$ cat config.mk
export PLATFORM = sky130hd
export DESIGN_NAME = byte_order_downconv
export DESIGN_NICKNAME = d
export VERILOG_FILES = /design/src/rtl/bod_pkg.sv /design/src/rtl/bod_swizzle.sv /design/src/rtl/bod_ctrl.sv /design/src/rtl/bod_datapath.sv /design/src/rtl/byte_order_downconv.sv
export SDC_FILE = /design/constraint.sdc
export NUM_CORES = 1
export LEC_CHECK = 0
export BUFFER_PORTS_ARGS = -buffer_cell sky130_fd_sc_hd__clkbuf_2
export CAP_MARGIN = 20
export CELL_PAD_IN_SITES_DETAIL_PLACEMENT = 0
export CELL_PAD_IN_SITES_GLOBAL_PLACEMENT = 1
export CORE_AREA = 2 2 146 148
export DETAILED_ROUTE_END_ITERATION = 7
export DIE_AREA = 0 0 148 150
export HOLD_SLACK_MARGIN = 0.1
export PLACE_DENSITY_LB_ADDON = 0.25
export SLEW_MARGIN = 30
export SYNTH_ARGS = -nofsm -noshare
export SYNTH_HDL_FRONTEND = slang
export SYNTH_SLANG_ARGS = --single-unit
$ cat constraint.sdc
create_clock -name clk -period 4.7 [get_ports clk]
set_input_delay 0.47 -clock clk [delete_from_list [all_inputs] [get_ports clk]]
set_output_delay 0.47 -clock clk [all_outputs]
set_load 0.01 [all_outputs]
$ cat src/rtl/bod_pkg.sv
package bod_pkg;

  typedef enum logic [1:0] {
    SWZ_NONE = 2'b00,
    SWZ_PAIR = 2'b01,
    SWZ_QUAD = 2'b10,
    SWZ_FULL = 2'b11
  } swz_mode_e;

  typedef struct packed {
    logic      wrEn;
    swz_mode_e wrMode;
  } dp_strobe_t;

endpackage

$ cat src/rtl/bod_swizzle.sv
module bod_swizzle
  import bod_pkg::*;
#(
  parameter int LANES  = 8,
  parameter int BYTE_W = 8,
  localparam int WORD_W = LANES * BYTE_W
) (
  input  swz_mode_e         modeSel,
  input  logic [WORD_W-1:0] rawWord,
  output logic [WORD_W-1:0] swzWord
);

  for (genvar i = 0; i < LANES; i++) begin : g_lane
    localparam int SRC_PAIR = (i / 2) * 2 + (1 - (i % 2));
    localparam int SRC_QUAD = (i / 4) * 4 + (3 - (i % 4));
    localparam int SRC_FULL = LANES - 1 - i;

    always_comb begin
      unique case (modeSel)
        SWZ_NONE: swzWord[i*BYTE_W +: BYTE_W] = rawWord[i*BYTE_W +: BYTE_W];
        SWZ_PAIR: swzWord[i*BYTE_W +: BYTE_W] = rawWord[SRC_PAIR*BYTE_W +: BYTE_W];
        SWZ_QUAD: swzWord[i*BYTE_W +: BYTE_W] = rawWord[SRC_QUAD*BYTE_W +: BYTE_W];
        default:  swzWord[i*BYTE_W +: BYTE_W] = rawWord[SRC_FULL*BYTE_W +: BYTE_W];
      endcase
    end
  end

endmodule

$ cat src/rtl/bod_ctrl.sv
module bod_ctrl
  import bod_pkg::*;
#(
  parameter int DEPTH = 4,
  parameter int LANES = 8,
  localparam int PTR_W  = (DEPTH > 1) ? $clog2(DEPTH) : 1,
  localparam int CNT_W  = $clog2(DEPTH + 1),
  localparam int LANE_W = (LANES > 1) ? $clog2(LANES) : 1
) (
  input  logic              clk,
  input  logic              rst,
  input  logic [1:0]        mode,
  input  logic              inValid,
  output logic              inReady,
  output logic              outValid,
  input  logic              outReady,
  output dp_strobe_t        strobe,
  output logic [PTR_W-1:0]  wrIdx,
  output logic [PTR_W-1:0]  rdIdx,
  output logic [LANE_W-1:0] laneIdx
);

  logic [PTR_W-1:0]  wrPtr, rdPtr;
  logic [CNT_W-1:0]  wordCnt;
  logic [LANE_W-1:0] byteCnt;
  logic              pushWord, byteTaken, popWord;

  assign inReady   = (wordCnt != CNT_W'(DEPTH));
  assign outValid  = (wordCnt != '0);
  assign pushWord  = inValid && inReady;
  assign byteTaken = outValid && outReady;
  assign popWord   = byteTaken && (byteCnt == LANE_W'(LANES - 1));

  function automatic logic [PTR_W-1:0] nextPtr(input logic [PTR_W-1:0] p);
    return (p == PTR_W'(DEPTH - 1)) ? '0 : p + 1'b1;
  endfunction

  always_ff @(posedge clk) begin
    if (rst) begin
      wrPtr   <= '0;
      rdPtr   <= '0;
      wordCnt <= '0;
      byteCnt <= '0;
    end else begin
      if (pushWord) wrPtr <= nextPtr(wrPtr);
      if (popWord)  rdPtr <= nextPtr(rdPtr);
      if (byteTaken) begin
        byteCnt <= popWord ? '0 : byteCnt + 1'b1;
      end
      unique case ({pushWord, popWord})
        2'b10:   wordCnt <= wordCnt + 1'b1;
        2'b01:   wordCnt <= wordCnt - 1'b1;
        default: wordCnt <= wordCnt;
      endcase
    end
  end

  assign strobe.wrEn   = pushWord;
  assign strobe.wrMode = swz_mode_e'(mode);
  assign wrIdx         = wrPtr;
  assign rdIdx         = rdPtr;
  assign laneIdx       = byteCnt;

endmodule

$ cat src/rtl/bod_datapath.sv
module bod_datapath
  import bod_pkg::*;
#(
  parameter int DEPTH  = 4,
  parameter int LANES  = 8,
  parameter int BYTE_W = 8,
  localparam int WORD_W = LANES * BYTE_W,
  localparam int PTR_W  = (DEPTH > 1) ? $clog2(DEPTH) : 1,
  localparam int LANE_W = (LANES > 1) ? $clog2(LANES) : 1
) (
  input  logic              clk,
  input  dp_strobe_t        strobe,
  input  logic [PTR_W-1:0]  wrIdx,
  input  logic [PTR_W-1:0]  rdIdx,
  input  logic [LANE_W-1:0] laneIdx,
  input  logic [WORD_W-1:0] inData,
  output logic [BYTE_W-1:0] outData
);

  logic [WORD_W-1:0] store [DEPTH];
  logic [WORD_W-1:0] swzWord;
  logic [WORD_W-1:0] headWord;

  bod_swizzle #(
    .LANES (LANES),
    .BYTE_W(BYTE_W)
  ) swz_i (
    .modeSel(strobe.wrMode),
    .rawWord(inData),
    .swzWord(swzWord)
  );

  always_ff @(posedge clk) begin
    if (strobe.wrEn) store[wrIdx] <= swzWord;
  end

  assign headWord = store[rdIdx];
  assign outData  = headWord[laneIdx*BYTE_W +: BYTE_W];

endmodule

$ cat src/rtl/byte_order_downconv.sv
module byte_order_downconv
  import bod_pkg::*;
#(
  parameter int DEPTH  = 4,
  parameter int LANES  = 8,
  parameter int BYTE_W = 8,
  localparam int WORD_W = LANES * BYTE_W,
  localparam int PTR_W  = (DEPTH > 1) ? $clog2(DEPTH) : 1,
  localparam int LANE_W = (LANES > 1) ? $clog2(LANES) : 1
) (
  input  logic              clk,
  input  logic              rst,
  input  logic [1:0]        mode,
  input  logic              inValid,
  output logic              inReady,
  input  logic [WORD_W-1:0] inData,
  output logic              outValid,
  input  logic              outReady,
  output logic [BYTE_W-1:0] outData
);

  dp_strobe_t        strobe;
  logic [PTR_W-1:0]  wrIdx, rdIdx;
  logic [LANE_W-1:0] laneIdx;

  bod_ctrl #(
    .DEPTH(DEPTH),
    .LANES(LANES)
  ) ctrl_i (
    .clk     (clk),
    .rst     (rst),
    .mode    (mode),
    .inValid (inValid),
    .inReady (inReady),
    .outValid(outValid),
    .outReady(outReady),
    .strobe  (strobe),
    .wrIdx   (wrIdx),
    .rdIdx   (rdIdx),
    .laneIdx (laneIdx)
  );

  bod_datapath #(
    .DEPTH (DEPTH),
    .LANES (LANES),
    .BYTE_W(BYTE_W)
  ) dp_i (
    .clk    (clk),
    .strobe (strobe),
    .wrIdx  (wrIdx),
    .rdIdx  (rdIdx),
    .laneIdx(laneIdx),
    .inData (inData),
    .outData(outData)
  );

endmodule

==> results.cfg <==
[finish]
layout.nets = 669
drive_gt1_share_pct = 48.20
fill_cells = 1362
antenna_cells = 0
syn2layout_area_growth_pct = 14.18
utilization_pct = 65.09

[sta]
skew_ns = 0.004510
tns_ns = 0
finalCritPeriodShare_pct = 77.75
hold_viol_final = 0
max_slew_margin_pct = 39.01
tightest_slew_ns = 0.9149
period_needed_ns = 3.654
hold_slack_ns = 0.2698
fmax_mhz = 273.7
maxSlewViolCount = 0
finalSetupViolCount = 0
rsz0062_at_grt = no

[synthesis]
yosysTopAreaCell = edfxtp_1
yosys_register_bits = 268
netlist-cell-type-count = 25
netlist_instances = 508
syn_avg_cell_area_um2 = 23.22
synthesis.nets = 587
synth_flop_cell = edfxtp_1
yosysSeqAreaShare_pct = 67.22
ys.warnings.count = 0
synth_top_area_share_pct = 65.18
yosysMostFrequentCell = edfxtp_1
synth_edf_count = 256
synthesis.area_mm2 = 0.01179
async_reset_ff_share_pct = 0
yosys-top-cells-count = 256 x edfxtp_1, 144 x mux4_2, 16 x clkbuf_1, 12 x dfxtp_1
synthTopCellsByArea = edfxtp_1 65%, mux4_2 27%, dfxtp_1 2.0%, ha_1 0.85%, mux2_2 0.76%

[global_route]
grt_max_degree = 65
grt_overflow_total = 0
first_global_vias = 5927
antenna_found_initial = 0
grt_pass1_wl_um = 33680
grt_usage_pct = 20.09

[worst_setup_path]
reg2regPathDepth = 9
crit_fanout = 28
cp-start-kind = register
rr_startpoint = ctrl_i.laneIdx[2]
crit_type = reg -> out
reg2reg_slack_ns = 1.82
arrival_ns = 3.18
reg2reg_to = ctrl_i.wordCnt[2]
required_ns = 4.23
end_kind = output port

[floorplan]
die_w_um = 148
die_y_um = 150
rows = 53
start_util_pct = 57.00
core_region_area_mm2 = 0.02069
die_area_mm2 = 0.02220
ioPinCount = 80

[clock_network]
clockRootBuffer = clkbuf_16
clkSinkCount = 268
clk_pin_slew_ns = 0.06
cts_made_buffers = 27
post-cts-setup-buffers = 0
clk_latency_ns = 0.52
htree_levels = 1
cts_resized = 0
clk_path_buf_depth = 3
cts_tree = yes
cts_hold_buf = 0

[job]
cap_violations = 0

[detailed_routing]
wl_per_cell_um = 24.21
routed_wl_um = 21420
first_pass_iters = 4
vias = 5590
viasPerCell = 6.316
ant_nets = 0
drc = 0
drt_iter0_drc = 366

[worst_hold_path]
worstHoldStart = rst
hold_path_class = in -> reg
holdPathStages = 2
worstHoldEndpoint = ctrl_i.wrIdx[1]

[placed_design]
io_buffers = 79
routabilityCongestion = 0.7744
dp_hpwl_um = 12370

[pwr]
vdd_ir_drop_max_v = 0.0004097
power_density_mw_per_mm2 = 415.4
p_leak_nw = 4.349

[outcome]
outcome = finished clean
==> flip-flops by register name, summed over array words and instances (netlist names), named ones only <==
name and count:
ctrl_i.laneIdx 3, ctrl_i.rdIdx 2, ctrl_i.wordCnt 3, ctrl_i.wrIdx 2
dp_i.store 256
==> worst max-delay path, cell delays in order, from the launching register on <==
cell and delay, ns:
dfxtp_4 0.71, buf_4 0.46, mux4_2 0.56, mux4_2 0.49
mux2_2 0.28, clkbuf_2 0.13
==> layout make-up <==
cell class	instances	area (um2)	share of cell area, %
clock buffer	28	679.4	5.045
clock inverter	21	315.3	2.341
inverter	6	22.52	0.1672
multi-input combinational	199	3682	27.34
sequential	268	7933	58.91
tap	275	344.1	2.555
timing repair buffer	88	490.5	3.642
==> routing by layer <==
| metal | global-route usage, % | up-vias | part of all wire, % |
|---|---|---|---|
| met4 | 5.238 | 0 | 2.3 |
| met3 | 2.378 | 34 | 4.7 |
| li1 | - | 2418 | - |
| met5 | 0 | - | 0 |
| met2 | 35.39 | 168 | 53 |
| met1 | 27.21 | 2970 | 40 |
==> where the power goes <==
group | switching [W] | internal [W]
clock | 0.000860 | 0.00149
sequential | 0.0000270 | 0.00277
combinational | 0.000232 | 0.000218
==> how the worst max path moves through the flow <==
stage                                  end  slack [ns]
after global placement          outData[0]        1.52
after detailed placement        outData[0]        1.52
after CTS                       outData[0]        0.95
after floorplan           dp_i.store[0][0]        1.86
after global routing            outData[4]        0.82
final                           outData[0]        1.05
==> through the flow <==
stage               worst slack (ns)  std cells  instance area [um2]  total power (W)
detailed placement             1.516        836                12450         0.003299
finish                         1.046        885                13470         0.005594
floorplan                      1.859        508                11790         0.003141
CTS                           0.9505        885                13440         0.005653
global placement               1.522        836                12450         0.003274
global route                  0.8197        885                13470         0.005779
==> cells by family after synthesis <==
| group | after synthesis | share of synthesized area, % |
|---|---|---|
| compound gates | 12 | 0.6046 |
| flops | 268 | 67.22 |
| mux | 154 | 28.43 |
| buf+inv | 41 | 1.602 |
| fa+ha+maj | 9 | 1.019 |
| xor+xnor | 2 | 0.1486 |
| simple gates | 22 | 0.9759 |
==> cell usage in the layout, fill, tap and decap left out, drive strengths merged <==
cell type / netlist / final
bufinv: 0 / 8
ha: 8 / 8
and3: 4 / 4
fa: 1 / 1
mux4: 144 / 144
edfxtp: 256 / 256
buf: 19 / 11
a21oi: 7 / 7
or3b: 2 / 2
clkinvlp: 0 / 2
o31ai: 1 / 1
nand2: 4 / 4
inv: 6 / 6
nor2: 6 / 6
clkinv: 0 / 11
mux2: 8 / 8
o21ai: 1 / 1
clkbuf: 16 / 105
xor2: 2 / 2
o311ai: 1 / 1
a21o: 2 / 2
nand3: 2 / 2
dfxtp: 12 / 12
mux2i: 2 / 2
or3: 4 / 4
No activity file was read; power rests on OpenSTA's default activity.
